### src/rtl/rxa_pkg.sv
package rxa_pkg;

   localparam int CHAR_W = 8;

   typedef enum logic [2:0] {
      ST_IDLE,
      ST_START,
      ST_DATA,
      ST_PAR,
      ST_STOP,
      ST_BREAK
   } rx_state_e;

   typedef struct packed {
      logic eight;     // 8 data bits when set, 7 otherwise
      logic par_en;    // a parity bit follows the data
      logic par_odd;   // odd parity when set
      logic two_stop;  // two stop bits on the line
   } fmt_t;

   function automatic fmt_t decode_fmt(input logic [2:0] code);
      fmt_t f;
      case (code)
         3'd0:    f = '{eight: 1'b0, par_en: 1'b1, par_odd: 1'b0, two_stop: 1'b1};
         3'd1:    f = '{eight: 1'b0, par_en: 1'b1, par_odd: 1'b1, two_stop: 1'b1};
         3'd2:    f = '{eight: 1'b0, par_en: 1'b1, par_odd: 1'b0, two_stop: 1'b0};
         3'd3:    f = '{eight: 1'b0, par_en: 1'b1, par_odd: 1'b1, two_stop: 1'b0};
         3'd4:    f = '{eight: 1'b1, par_en: 1'b0, par_odd: 1'b0, two_stop: 1'b1};
         3'd5:    f = '{eight: 1'b1, par_en: 1'b0, par_odd: 1'b0, two_stop: 1'b0};
         3'd6:    f = '{eight: 1'b1, par_en: 1'b1, par_odd: 1'b0, two_stop: 1'b0};
         default: f = '{eight: 1'b1, par_en: 1'b1, par_odd: 1'b1, two_stop: 1'b0};
      endcase
      return f;
   endfunction

endpackage

### src/rtl/rxa_sync.sv
module rxa_sync #(
   parameter int   STAGES  = 2,
   parameter logic RST_VAL = 1'b1
) (
   input  logic clk,
   input  logic rst_n,
   input  logic d,
   output logic q
);

   if (STAGES < 1) begin : g_bad_stages
      $error("rxa_sync: STAGES must be at least 1");
   end

   if (STAGES == 1) begin : g_single
      logic r;
      always_ff @(posedge clk or negedge rst_n) begin
         if (!rst_n) r <= RST_VAL;
         else        r <= d;
      end
      assign q = r;
   end else begin : g_chain
      logic [STAGES-1:0] r;
      always_ff @(posedge clk or negedge rst_n) begin
         if (!rst_n) r <= {STAGES{RST_VAL}};
         else        r <= {r[STAGES-2:0], d};
      end
      assign q = r[STAGES-1];
   end

endmodule

### src/rtl/rxa_frame.sv
module rxa_frame
   import rxa_pkg::*;
#(
   parameter int OVERSAMPLE = 16
) (
   input  logic              clk,
   input  logic              rst_n,
   input  logic              srst,
   input  logic              line,
   input  logic              div16,
   input  fmt_t              fmt,
   output logic              done,
   output logic [CHAR_W-1:0] data,
   output logic              perr,
   output logic              ferr
);

   localparam int CW   = $clog2(OVERSAMPLE);
   localparam int HALF = OVERSAMPLE / 2;
   localparam int IW   = $clog2(CHAR_W);

   rx_state_e         state;
   logic [CW-1:0]     cnt;
   logic [IW-1:0]     idx;
   logic [CHAR_W-1:0] shreg;
   logic              par_acc;
   logic              par_bad;

   logic              tick;
   logic [IW-1:0]     last_idx;

   // One sample per bit: every clock in divide-by-1, at the bit centre otherwise.
   assign tick     = !div16 || (cnt == CW'(OVERSAMPLE - 1));
   assign last_idx = fmt.eight ? IW'(CHAR_W - 1) : IW'(CHAR_W - 2);

   always_ff @(posedge clk or negedge rst_n) begin
      if (!rst_n) begin
         state   <= ST_IDLE;
         cnt     <= '0;
         idx     <= '0;
         shreg   <= '0;
         par_acc <= 1'b0;
         par_bad <= 1'b0;
         done    <= 1'b0;
         data    <= '0;
         perr    <= 1'b0;
         ferr    <= 1'b0;
      end else if (srst) begin
         state   <= ST_IDLE;
         cnt     <= '0;
         idx     <= '0;
         par_acc <= 1'b0;
         par_bad <= 1'b0;
         done    <= 1'b0;
      end else begin
         done <= 1'b0;
         case (state)
            ST_IDLE: begin
               cnt     <= '0;
               idx     <= '0;
               par_acc <= 1'b0;
               par_bad <= 1'b0;
               if (!line) state <= div16 ? ST_START : ST_DATA;
            end
            ST_START: begin
               cnt <= cnt + 1'b1;
               if (cnt == CW'(HALF - 1)) begin
                  cnt   <= '0;
                  state <= line ? ST_IDLE : ST_DATA;
               end
            end
            ST_DATA: begin
               cnt <= cnt + 1'b1;
               if (tick) begin
                  shreg   <= {line, shreg[CHAR_W-1:1]};
                  par_acc <= par_acc ^ line;
                  idx     <= idx + 1'b1;
                  if (idx == last_idx) state <= fmt.par_en ? ST_PAR : ST_STOP;
               end
            end
            ST_PAR: begin
               cnt <= cnt + 1'b1;
               if (tick) begin
                  par_bad <= par_acc ^ line ^ fmt.par_odd;
                  state   <= ST_STOP;
               end
            end
            ST_STOP: begin
               cnt <= cnt + 1'b1;
               if (tick) begin
                  done  <= 1'b1;
                  data  <= fmt.eight ? shreg : {1'b0, shreg[CHAR_W-1:1]};
                  perr  <= par_bad;
                  ferr  <= !line;
                  state <= line ? ST_IDLE : ST_BREAK;
               end
            end
            ST_BREAK: begin
               if (line) state <= ST_IDLE;
            end
            default: state <= ST_IDLE;
         endcase
      end
   end

endmodule

### src/rtl/rxa_hold.sv
module rxa_hold
   import rxa_pkg::*;
(
   input  logic              clk,
   input  logic              rst_n,
   input  logic              srst,
   input  logic              done,
   input  logic [CHAR_W-1:0] data_in,
   input  logic              perr_in,
   input  logic              ferr_in,
   input  logic              rd,
   output logic [CHAR_W-1:0] data_q,
   output logic              ready_q,
   output logic              perr_q,
   output logic              ferr_q,
   output logic              ovr_q
);

   always_ff @(posedge clk or negedge rst_n) begin
      if (!rst_n) begin
         data_q  <= '0;
         ready_q <= 1'b0;
         perr_q  <= 1'b0;
         ferr_q  <= 1'b0;
         ovr_q   <= 1'b0;
      end else if (srst) begin
         data_q  <= '0;
         ready_q <= 1'b0;
         perr_q  <= 1'b0;
         ferr_q  <= 1'b0;
         ovr_q   <= 1'b0;
      end else if (done && ready_q && !rd) begin
         ovr_q <= 1'b1;          // unread byte wins, new one dropped
      end else if (done) begin
         data_q  <= data_in;
         ready_q <= 1'b1;
         perr_q  <= perr_in;
         ferr_q  <= ferr_in;
         ovr_q   <= 1'b0;
      end else if (rd) begin
         ready_q <= 1'b0;
         ovr_q   <= 1'b0;
      end
   end

endmodule

### src/rtl/serial_rx_core.sv
module serial_rx_core
   import rxa_pkg::*;
#(
   parameter int OVERSAMPLE  = 16,
   parameter int SYNC_STAGES = 2
) (
   input  logic       clk,
   input  logic       rst_n,
   input  logic       rx_line,
   input  logic       carrier_ok,
   input  logic       div16_sel,
   input  logic [2:0] fmt_code,
   input  logic       rd_strobe,
   output logic [7:0] rx_data,
   output logic       data_ready,
   output logic       parity_err,
   output logic       framing_err,
   output logic       overrun,
   output logic       carrier_lost
);

   if (OVERSAMPLE < 4 || (OVERSAMPLE & (OVERSAMPLE - 1)) != 0) begin : g_bad_osr
      $error("serial_rx_core: OVERSAMPLE must be a power of two of at least 4");
   end
   if (CHAR_W != 8) begin : g_bad_char
      $error("serial_rx_core: character width must be 8");
   end

   logic              line_s;
   logic              srst;
   fmt_t              fmt;
   logic              f_done;
   logic [CHAR_W-1:0] f_data;
   logic              f_perr;
   logic              f_ferr;

   assign srst = !carrier_ok;
   assign fmt  = decode_fmt(fmt_code);

   rxa_sync #(
      .STAGES  (SYNC_STAGES),
      .RST_VAL (1'b1)
   ) i_sync (
      .clk   (clk),
      .rst_n (rst_n),
      .d     (rx_line),
      .q     (line_s)
   );

   rxa_frame #(
      .OVERSAMPLE (OVERSAMPLE)
   ) i_frame (
      .clk   (clk),
      .rst_n (rst_n),
      .srst  (srst),
      .line  (line_s),
      .div16 (div16_sel),
      .fmt   (fmt),
      .done  (f_done),
      .data  (f_data),
      .perr  (f_perr),
      .ferr  (f_ferr)
   );

   rxa_hold i_hold (
      .clk     (clk),
      .rst_n   (rst_n),
      .srst    (srst),
      .done    (f_done),
      .data_in (f_data),
      .perr_in (f_perr),
      .ferr_in (f_ferr),
      .rd      (rd_strobe),
      .data_q  (rx_data),
      .ready_q (data_ready),
      .perr_q  (parity_err),
      .ferr_q  (framing_err),
      .ovr_q   (overrun)
   );

   always_ff @(posedge clk or negedge rst_n) begin
      if (!rst_n)                      carrier_lost <= 1'b0;
      else if (!carrier_ok)            carrier_lost <= 1'b1;
      else if (rd_strobe)              carrier_lost <= 1'b0;
   end

endmodule

### config.mk
export PLATFORM = sky130hd
export DESIGN_NAME = serial_rx_core
export DESIGN_NICKNAME = d
export VERILOG_FILES = /design/src/rtl/rxa_pkg.sv /design/src/rtl/rxa_sync.sv /design/src/rtl/rxa_frame.sv /design/src/rtl/rxa_hold.sv /design/src/rtl/serial_rx_core.sv
export SDC_FILE = /design/constraint.sdc
export NUM_CORES = 1
export LEC_CHECK = 0
export BUFFER_PORTS_ARGS = -buffer_cell sky130_fd_sc_hd__buf_2
export CORE_ASPECT_RATIO = 0.6
export CORE_MARGIN = 2
export CORE_UTILIZATION = 58
export DETAILED_ROUTE_END_ITERATION = 16
export GPL_TIMING_DRIVEN = 1
export PLACE_DENSITY_LB_ADDON = 0.1
export SLEW_MARGIN = 20
export SYNTH_ARGS = -nofsm -noshare
export SYNTH_HDL_FRONTEND = slang
export SYNTH_SLANG_ARGS = --single-unit
export TNS_END_PERCENT = 5
### constraint.sdc
create_clock -name clk -period 2.25 [get_ports clk]
set_clock_uncertainty 0.15 [all_clocks]
set_input_delay 0.1125 -clock clk [delete_from_list [all_inputs] [get_ports clk]]
set_output_delay 0.1125 -clock clk [all_outputs]
set_load 0.1 [all_outputs]
# Yosys cells after proc, flatten, opt, wreduce, memory -nomap -nowiden
# Index checks and enable logic that the tools add are counted.
dict set report word_totals {
  word_cells 114
  output_inout_bits 13
  reg_bits 46
  in_bits 9
}
dict set report op_classes {
  eq_ne 29
  n_bitwise 2
  n_mux 48
  n_addsub 2
  n_reduce_logical 16
}
# operator n
set op_table {}
lappend op_table {{3-bit two-way mux} 12}
lappend op_table {{8-bit two-way mux} 4}
lappend op_table {{4-bit one-hot mux with 7 select lines} 1}
lappend op_table {{1-bit two-way mux} 22}
lappend op_table {{3-bit one-hot mux with 6 select lines} 1}
lappend op_table {{3-bit equality test (second input constant)} 5}
lappend op_table {{3-bit by 2-bit inequality test with 1-bit output (second input constant)} 5}
lappend op_table {{3-bit by 2-bit equality test with 1-bit output (second input constant)} 4}
lappend op_table {{4-bit one-hot mux with 3 select lines} 1}
lappend op_table {{3-bit by 1-bit inequality test with 1-bit output (second input constant)} 3}
lappend op_table {{4-bit two-way mux} 2}
lappend op_table {{2-bit AND reduction} 4}
lappend op_table {{7-bit AND reduction} 1}
lappend op_table {{3-bit by 1-bit equality test with 1-bit output (second input constant)} 2}
lappend op_table {{3-bit logical NOT} 2}
lappend op_table {{3-bit inequality test (second input constant)} 2}
lappend op_table {{3-bit one-hot mux with 2 select lines} 1}
lappend op_table {{3-bit AND reduction} 2}
lappend op_table {{4-bit by 1-bit adder with 4-bit output (second input constant)} 1}
lappend op_table {{4-bit by 3-bit equality test with 1-bit output (second input constant)} 1}
lappend op_table {{4-bit equality test (second input constant)} 1}
lappend op_table {{2-bit two-way mux} 2}
lappend op_table {{2-bit by 1-bit inequality test with 1-bit output (second input constant)} 2}
lappend op_table {{4-bit by 1-bit inequality test with 1-bit output (second input constant)} 1}
lappend op_table {{10 further kinds} 15}

# Logic depth before layout (Yosys ltp)
# Gate-level depths: netlist of run 1.
dict set report depth {
  ltp_word 8
  depth_mapped 6
  ltp_nobuf 5
}

# Modules after synthesis
# From an unflattened synthesis of run 1, not the netlist that was laid out.
dict set report hier_totals {
  cells_unflattened 218
  area_unflattened_um2 2378.5
}
# mod seq_area_each_um2 cells_per_inst instances area_each_um2
set by_module_without_submodules {}
lappend by_module_without_submodules {rxa_frame 775.7 157 1 1674.1}
lappend by_module_without_submodules {rxa_hold 300.3 51 1 583.1}
lappend by_module_without_submodules {serial_rx_core 25.0 8 1 68.8}
lappend by_module_without_submodules {rxa_sync 52.6 2 1 52.6}

# Worst setup path before layout of run 1
# OpenSTA, ideal clock, no wires.
dict set report synth_path {
  path_type {reg2reg}
  start {register i_hold.ready_q}
  end {register i_hold.data_q[0]}
  setup_ns 0.132
  path_buffers 1
  t_arrival_ns 1.663
  setup_slack_ns 0.305
  path_stages_with_launch 6
  t_required_ns 1.968
  period_less_slack_ns 1.945
  path_cell_list {dfrtp_1 > inv_1 > o21ai_0 > buf_2 > mux2i_1 > nor2_1}
}
dict set report synth_via {
  elab_chain_cells 4
}
# element line_no
set synth_rtl {}
lappend synth_rtl {{start: declaration} rxa_hold.sv:13} ;# output logic ready_q,
lappend synth_rtl {{start signal: assignment} rxa_hold.sv:22} ;# ready_q <= 1'b0;
lappend synth_rtl {{start signal: assignment} rxa_hold.sv:28} ;# ready_q <= 1'b0;
lappend synth_rtl {{start signal: assignment} rxa_hold.sv:36} ;# ready_q <= 1'b1;
lappend synth_rtl {{1-bit logical AND (2 in series)} rxa_hold.sv:32} ;# end else if (done && ready_q && !rd) begin
lappend synth_rtl {{2-bit inequality test (no line)} -}
lappend synth_rtl {{2-bit AND reduction (no line)} -}
lappend synth_rtl {{end signal: assignment} rxa_hold.sv:35} ;# data_q <= data_in;
lappend synth_rtl {{end: declaration} rxa_hold.sv:12} ;# output logic [CHAR_W-1:0] data_q,
# Every way passes these cells.
# A chain may end at the register's enable or synchronous reset.

# Worst setup path after layout of run 1
dict set report layout_path {
  start {register i_frame.cnt[0]}
  end {register i_frame.shreg[2]}
}
dict set report layout_via {
  elab_chain_cells 3
}
# element line_no
set layout_rtl {}
lappend layout_rtl {{start: declaration} rxa_frame.sv:23} ;# logic [CW-1:0] cnt;
lappend layout_rtl {{start signal: assignment} rxa_frame.sv:66} ;# cnt <= cnt + 1'b1;
lappend layout_rtl {{start signal: assignment} rxa_frame.sv:73} ;# cnt <= cnt + 1'b1;
lappend layout_rtl {{start signal: assignment} rxa_frame.sv:82} ;# cnt <= cnt + 1'b1;
lappend layout_rtl {{4-bit equality test} rxa_frame.sv:33} ;# assign tick = !div16 || (cnt == CW'(OVERSAMPLE - 1));
lappend layout_rtl {{1-bit logical OR} rxa_frame.sv:33}
lappend layout_rtl {{3-bit AND reduction (no line)} -}
lappend layout_rtl {{end signal: assignment} rxa_frame.sv:75} ;# shreg <= {line, shreg[CHAR_W-1:1]};
lappend layout_rtl {{end: declaration} rxa_frame.sv:25} ;# logic [CHAR_W-1:0] shreg;
# Every way passes these cells.

==> results.sh, run 1 <==
export IMPL_post_synthesis_net_count=227
export IMPL_gp_congestion=0.870
export IMPL_finalWorstPathRequiredPeriod_ns=1.98
export IMPL_final_seq_area_um2=1150
export IMPL_worst_r2r_startpoint="i_frame.cnt[0]$_DFFE_PN0P_"
export IMPL_synth_cell_area_um2=2300
export IMPL_first_pass_iters=5
export IMPL_multi_input_comb_area_um2=1050
export IMPL_number_of_antenna_violations_at_the_first_check_in_global_routing=0
export IMPL_crit_start="i_frame.cnt[0]$_DFFE_PN0P_"
export IMPL_nets=252
export IMPL_pin_count_of_the_biggest_net_entering_global_routing=28
export IMPL_clock_path_buffers=2
export IMPL_setup_repair_after_global_routing_missed_its_margin="false"
export IMPL_final_period_utilization_pct=88.0
export IMPL_wl_per_cell_um=16.2
export IMPL_worst_r2r_cell_count=5
export IMPL_synth_seq_cells=46
export IMPL_hold_worst_slack_ns=0.0742
export IMPL_die_height_um=52.8
export IMPL_dr_total_vias=1698
export IMPL_setup_worst_path_class="register to register"
export IMPL_ff2ff_setup_slack_ns=0.27
export IMPL_timing_hold_violations_final=0
export IMPL_n_antenna_cell=0
export IMPL_power_per_cell_area_nw_per_um2=821
export IMPL_tns_ns=0
export IMPL_grt_pass1_wl_um=7730
export IMPL_synth_distinct_cells=49
export IMPL_yosys_cell_count_top_type="sky130_fd_sc_hd__dfrtp_1"
export IMPL_grt_total_usage_pct=22.9
export IMPL_max_cap_viol_count=0
export IMPL_route_detailed_drc=0
export IMPL_rows=17
export IMPL_drt_total_wl_um=4690
export IMPL_cp_arrival_ns=2.01
export IMPL_sequential_element_share_of_the_synthesized_area_pct=50.2
export IMPL_slew_violations=0
export IMPL_fmaxAchievable_ghz=0.505
export IMPL_clock_root_buffer="sky130_fd_sc_hd__clkbuf_8"
export IMPL_crit_reg2reg_capture="i_frame.shreg[2]$_DFFE_PN0P_"
export IMPL_boundaryPins=22
export IMPL_finalWorstSetupSlack_ns=0.270
export IMPL_drt_iter0_markers=137
export IMPL_postCtsResizedCells=0
export IMPL_route_detailed_vias_per_inst=5.88
export IMPL_postLayoutCoreUtil_pct=68.9
export IMPL_worstMarginPinSlew_ns=0.566
export IMPL_synth_yosys_warnings=0
export IMPL_tritoncts="done"
export IMPL_synth_common_cells="sky130_fd_sc_hd__dfrtp_1 (44), sky130_fd_sc_hd__mux2i_1 (22), sky130_fd_sc_hd__nor2_1 (22)"
export IMPL_insertion_delay_ns=0.30
export IMPL_worst_ep_required_time_ns=2.28
export IMPL_portBuffers=21
export IMPL_synth_area_top_cells="sky130_fd_sc_hd__dfrtp_1 (48%), sky130_fd_sc_hd__mux2i_1 (9.6%), sky130_fd_sc_hd__mux2_2 (4.4%)"
export IMPL_numClockSinks=46
export IMPL_detailed_place_hpwl_um=3410
export IMPL_clk_pin_slew_worst_paths_ns=0.08
export IMPL_crit_fanout=10
export IMPL_synthToLayoutAreaGrowth_pct=12.1
export IMPL_preCtsSetupSlack_ns=0.307
export IMPL_post_synth_top_area_cell="sky130_fd_sc_hd__dfrtp_1"
export IMPL_max_slew_margin_pct=62.3
export IMPL_layout_drive_gt1_share_pct=21.9
export IMPL_yosys_area_top_type_share_pct=47.9
export IMPL_final_setup_viol_count=0
export IMPL_status="finished, final reports clean"
export IMPL_syn_avg_cell_area_um2=10.6
export IMPL_syn_instance_count=216
export IMPL_cts_inserted_buffers=5
export IMPL_start_util_pct=61.4
export IMPL_cts_htree_levels=2
export IMPL_aggregate_global_routing_overflow=0
export IMPL_core_area_um2=3740
export IMPL_end_kind="register"
export IMPL_floorplan_die_width_um=85.3
export IMPL_totalPowerFinal_mw=2.12
export IMPL_worst_ir_drop_vdd_uv=458
export IMPL_post_cts_repair_setup_buffers=0
export IMPL_grt_pass1_vias=1584
export IMPL_fill_cells=285
export IMPL_yosys_most_used_dff="sky130_fd_sc_hd__dfrtp_1"
export IMPL_timing_critical_path_to="i_frame.shreg[2]$_DFFE_PN0P_"
export IMPL_ctsHoldBuffers=3
export IMPL_die_area_um2=4500
export IMPL_worstHoldPathType="primary input to register"
export IMPL_ant_nets=0
export IMPL_asyncSetResetFlopFracSynth_pct=100
export IMPL_start_kind="register"
export IMPL_synth_enable_flop_cells=0
export IMPL_p_leak_nw=1.28
## cells by family after synthesis
| family | after synthesis | share of synthesized area (%) |
|---|---|---|
| muxes | 31 | 14.0 |
| and+or+nand+nor | 68 | 15.7 |
| buffers and inverters | 20 | 4.24 |
| DFF | 46 | 50.2 |
| xor gates and xnor gates | 2 | 0.762 |
| adders and majority gates | 2 | 1.09 |
| AOI/OAI and AO/OA | 47 | 14.1 |
## power by group
part / total [mW] / leakage, nW / switching (mW) / internal, mW
Sequential: 1.08 / 0.612 / 0.131 / 0.951
Combinational: 0.441 / 0.614 / 0.247 / 0.194
Clock: 0.594 / 0.0524 / 0.262 / 0.332
## state kept, by name (all words and copies together) (netlist names), 2 cells and up
signal            cells
i_frame.data          8
i_frame.shreg         8
i_hold.data_q         8
i_frame.cnt           4
i_frame.idx           3
i_frame.state         3
i_sync.g_chain.r      2
## layer usage
metal  vias to the layer above  global-route usage, %  wire length [um]  part of all wire (%)
met4                         0                   6.88                19                  0.41
met5                         -                      0                 0                     0
met1                       826                   34.5              2330                    50
met3                         5                   6.14               276                   5.9
li1                        815                      -                 -                     -
met2                        52                   32.2              2060                    44
## worst max-delay path: stages (launching register included)
cell and delay [ns]:
sky130_fd_sc_hd__dfrtp_1 0.39, sky130_fd_sc_hd__ha_1 0.27, sky130_fd_sc_hd__nand3_4 0.17, sky130_fd_sc_hd__nand2_1 0.21, sky130_fd_sc_hd__nand4_2 0.30, sky130_fd_sc_hd__mux2_2 0.37
## stage by stage
step | instance area, um^2 | std cells
6_report | 2580 | 289
4_1_cts | 2580 | 289
3_5_place_dp | 2440 | 278
2_1_floorplan | 2300 | 216
3_3_place_gp | 2440 | 278
5_1_grt | 2580 | 289
## how the worst min path moves through the flow
| stage | start | to | cells past startpoint |
|---|---|---|---|
| after floorplan | rst_n | carrier_lost$_DFFE_PN0P_ | 0 |
| after global placement | rst_n | i_frame.par_acc$_DFFE_PN0P_ | 1 |
| after detailed placement | rst_n | i_frame.par_acc$_DFFE_PN0P_ | 1 |
| after CTS | div16_sel | i_frame.idx[0]$_DFFE_PN0P_ | 3 |
| after global routing | div16_sel | i_frame.idx[0]$_DFFE_PN0P_ | 3 |
| final | div16_sel | i_frame.idx[0]$_DFFE_PN0P_ | 3 |
## final cells by class
cell class                 count  area share [%]
clock inverter                 1            1.17
inverter                       8            1.17
clock buffer                   7            2.96
multi-input combinational    150            40.7
tap                           47            2.28
sequential                    46            44.8
timing repair buffer          30            6.99
## layout by cell type (no fill, tap or decap), drive strengths merged, types with 3 or more instances in the layout
cell         instances
nor2                23
nand3                8
nand2               14
o211ai               3
a21boi               3
clkbuf               7
nor3                 5
inv                  8
or2                  3
a21oi               16
buf                 27
o21ai                7
nand2b               3
mux2                 9
o22ai                3
dlygate4sd3          3
dfrtp               44
mux2i               22
Power figures use the tool's default switching activity.
==> run 2: changes to the inputs <==
--- a/config.mk
+++ b/config.mk
@@ -11,7 +11,7 @@
 export CORE_UTILIZATION = 58
 export DETAILED_ROUTE_END_ITERATION = 16
 export GPL_TIMING_DRIVEN = 1
-export PLACE_DENSITY_LB_ADDON = 0.1
+export PLACE_DENSITY_LB_ADDON = 0.25
 export SLEW_MARGIN = 20
 export SYNTH_ARGS = -nofsm -noshare
 export SYNTH_HDL_FRONTEND = slang
==> run 2 against run 1 <==
Effect of this change: count of clock-buffer cells in the layout decreased by 1; largest cell class unchanged; die area unchanged; non-clock buffer count did not move.
==> results.sh, run 2 (same netlist as run 1, synthesis figures left out) <==
export IMPL_gp_congestion=0.913
export IMPL_number_of_antenna_violations_at_the_first_check_in_global_routing=0
export IMPL_postCtsResizedCells=0
export IMPL_portBuffers=21
export IMPL_n_antenna_cell=0
export IMPL_pin_count_of_the_biggest_net_entering_global_routing=47
export IMPL_route_detailed_vias_per_inst=5.86
export IMPL_nets=252
export IMPL_ff2ff_setup_slack_ns=0.31
export IMPL_start_kind="register"
export IMPL_wl_per_cell_um=15.5
export IMPL_start_util_pct=61.4
export IMPL_worstMarginPinSlew_ns=0.559
export IMPL_final_period_utilization_pct=86.1
export IMPL_dr_total_vias=1689
export IMPL_final_setup_viol_count=0
export IMPL_layout_drive_gt1_share_pct=22.4
export IMPL_status="finished, final reports clean"
export IMPL_cts_htree_levels=2
export IMPL_insertion_delay_ns=0.29
export IMPL_first_pass_iters=4
export IMPL_power_per_cell_area_nw_per_um2=824
export IMPL_layout_cells_most_common="sky130_fd_sc_hd__dfrtp_1"
export IMPL_worst_ir_drop_vdd_uv=482
export IMPL_final_seq_area_um2=1150
export IMPL_die_area_um2=4500
export IMPL_detailed_place_hpwl_um=3270
export IMPL_layout_cells_most_common_list="sky130_fd_sc_hd__dfrtp_1 (44), sky130_fd_sc_hd__mux2i_1 (22), sky130_fd_sc_hd__nor2_1 (22)"
export IMPL_worst_ep_required_time_ns=2.27
export IMPL_setup_repair_after_global_routing_missed_its_margin="false"
export IMPL_boundaryPins=22
export IMPL_synthToLayoutAreaGrowth_pct=12.4
export IMPL_clock_root_buffer="sky130_fd_sc_hd__clkbuf_8"
export IMPL_multi_input_comb_area_um2=1050
export IMPL_reg_largest_list="i_frame.data: 8 flops, i_frame.shreg: 8 flops, i_hold.data_q: 8 flops"
export IMPL_max_cap_viol_count=0
export IMPL_finalWorstPathRequiredPeriod_ns=1.94
export IMPL_fmaxAchievable_ghz=0.516
export IMPL_end_kind="register"
export IMPL_grt_pass1_vias=1550
export IMPL_timing_hold_violations_final=0
export IMPL_use_met2_pct=29.0
export IMPL_met3_usage_pct=7.56
export IMPL_setup_worst_path_class="register to register"
export IMPL_worstHoldPathType="primary input to register"
export IMPL_p_leak_nw=1.28
export IMPL_aggregate_global_routing_overflow=0
export IMPL_gr_usage_met1_pct=34.9
export IMPL_tns_ns=0
export IMPL_postLayoutCoreUtil_pct=69.0
export IMPL_floorplan_die_width_um=85.3
export IMPL_rows=17
export IMPL_numClockSinks=46
export IMPL_tritoncts="done"
export IMPL_cts_inserted_buffers=5
export IMPL_max_slew_margin_pct=62.8
export IMPL_drt_total_wl_um=4470
export IMPL_ant_nets=0
export IMPL_grt_pass1_wl_um=7600
export IMPL_clock_path_buffers=2
export IMPL_drt_iter0_markers=95
export IMPL_crit_fanout=10
export IMPL_busiest_layer="met1"
export IMPL_slew_violations=0
export IMPL_route_detailed_drc=0
export IMPL_cp_arrival_ns=1.96
export IMPL_fill_cells=277
export IMPL_clk_pin_slew_worst_paths_ns=0.08
export IMPL_die_height_um=52.8
export IMPL_core_area_um2=3740
export IMPL_grt_total_usage_pct=22.5
## run 2: cell types whose count changed in the layout (fill, tap and decap cells not counted), sizes merged
cell / previous run / this run
clkbuf: 7 / 6
## run 2: critical path: stages, from the launching register on
cell and delay [ns]:
sky130_fd_sc_hd__dfrtp_1 0.39, sky130_fd_sc_hd__ha_1 0.27, sky130_fd_sc_hd__nand3_4 0.16, sky130_fd_sc_hd__nand2_1 0.21, sky130_fd_sc_hd__nand4_2 0.28, sky130_fd_sc_hd__mux2_2 0.37
## run 2: through the flow
| stage | hold slack [ns] | instances | power, mW | worst slack, ns | cell area, um^2 |
|---|---|---|---|---|---|
| 5_1_grt | 0.0608 | 288 | 2.26 | 0.194 | 2580 |
| 3_5_place_dp | 0.0687 | 278 | 1.53 | 0.346 | 2440 |
| 4_1_cts | 0.0373 | 288 | 2.14 | 0.328 | 2580 |
| 6_report | 0.0482 | 288 | 2.13 | 0.313 | 2580 |
| 2_1_floorplan | -0.333 | 216 | 1.40 | 0.305 | 2300 |
| 3_3_place_gp | 0.0692 | 278 | 1.51 | 0.403 | 2440 |
## run 2: layer usage
layer / vias up / wire, um
li1: 817 / -
met1: 806 / 2320
met2: 60 / 1810
met3: 6 / 312
met4: 0 / 34
met5: - / 0
## run 2: path summary, 6_finish.rpt
kind	startpoint	to	depth (start not counted)
setup / recovery	i_frame.cnt[0]$_DFFE_PN0P_	i_frame.shreg[7]$_DFFE_PN0P_	5
hold / removal	div16_sel	i_frame.done$_DFF_PN0_	2
setup reg to reg	i_frame.cnt[0]$_DFFE_PN0P_	i_frame.shreg[7]$_DFFE_PN0P_	5
hold reg to reg	i_sync.g_chain.r[0]$_DFF_PN1_	i_sync.g_chain.r[1]$_DFF_PN1_	0
max in group asynchronous	rst_n	i_frame.par_bad$_DFFE_PN0P_	3
min in group asynchronous	rst_n	i_frame.cnt[1]$_DFFE_PN0P_	3
## run 2: cell type report
cell class / instances / share of cell area, %
clock buffer: 6 / 3.20
multi-input combinational: 150 / 40.6
tap: 47 / 2.28
clock inverter: 1 / 1.16
sequential: 46 / 44.6
inverter: 8 / 1.16
timing repair buffer: 30 / 6.97
## run 2: repair_timing
item	CTS	global route
hold buffers	3	0
endpoints found under the hold margin	47	0
setup buffers	0	0
## run 2: report_power, final
part	switching, mW	internal, mW	leakage, nW
Sequential	0.124	0.951	0.612
Combinational	0.250	0.196	0.614
Clock	0.252	0.355	0.0573
Total	0.626	1.50	1.28
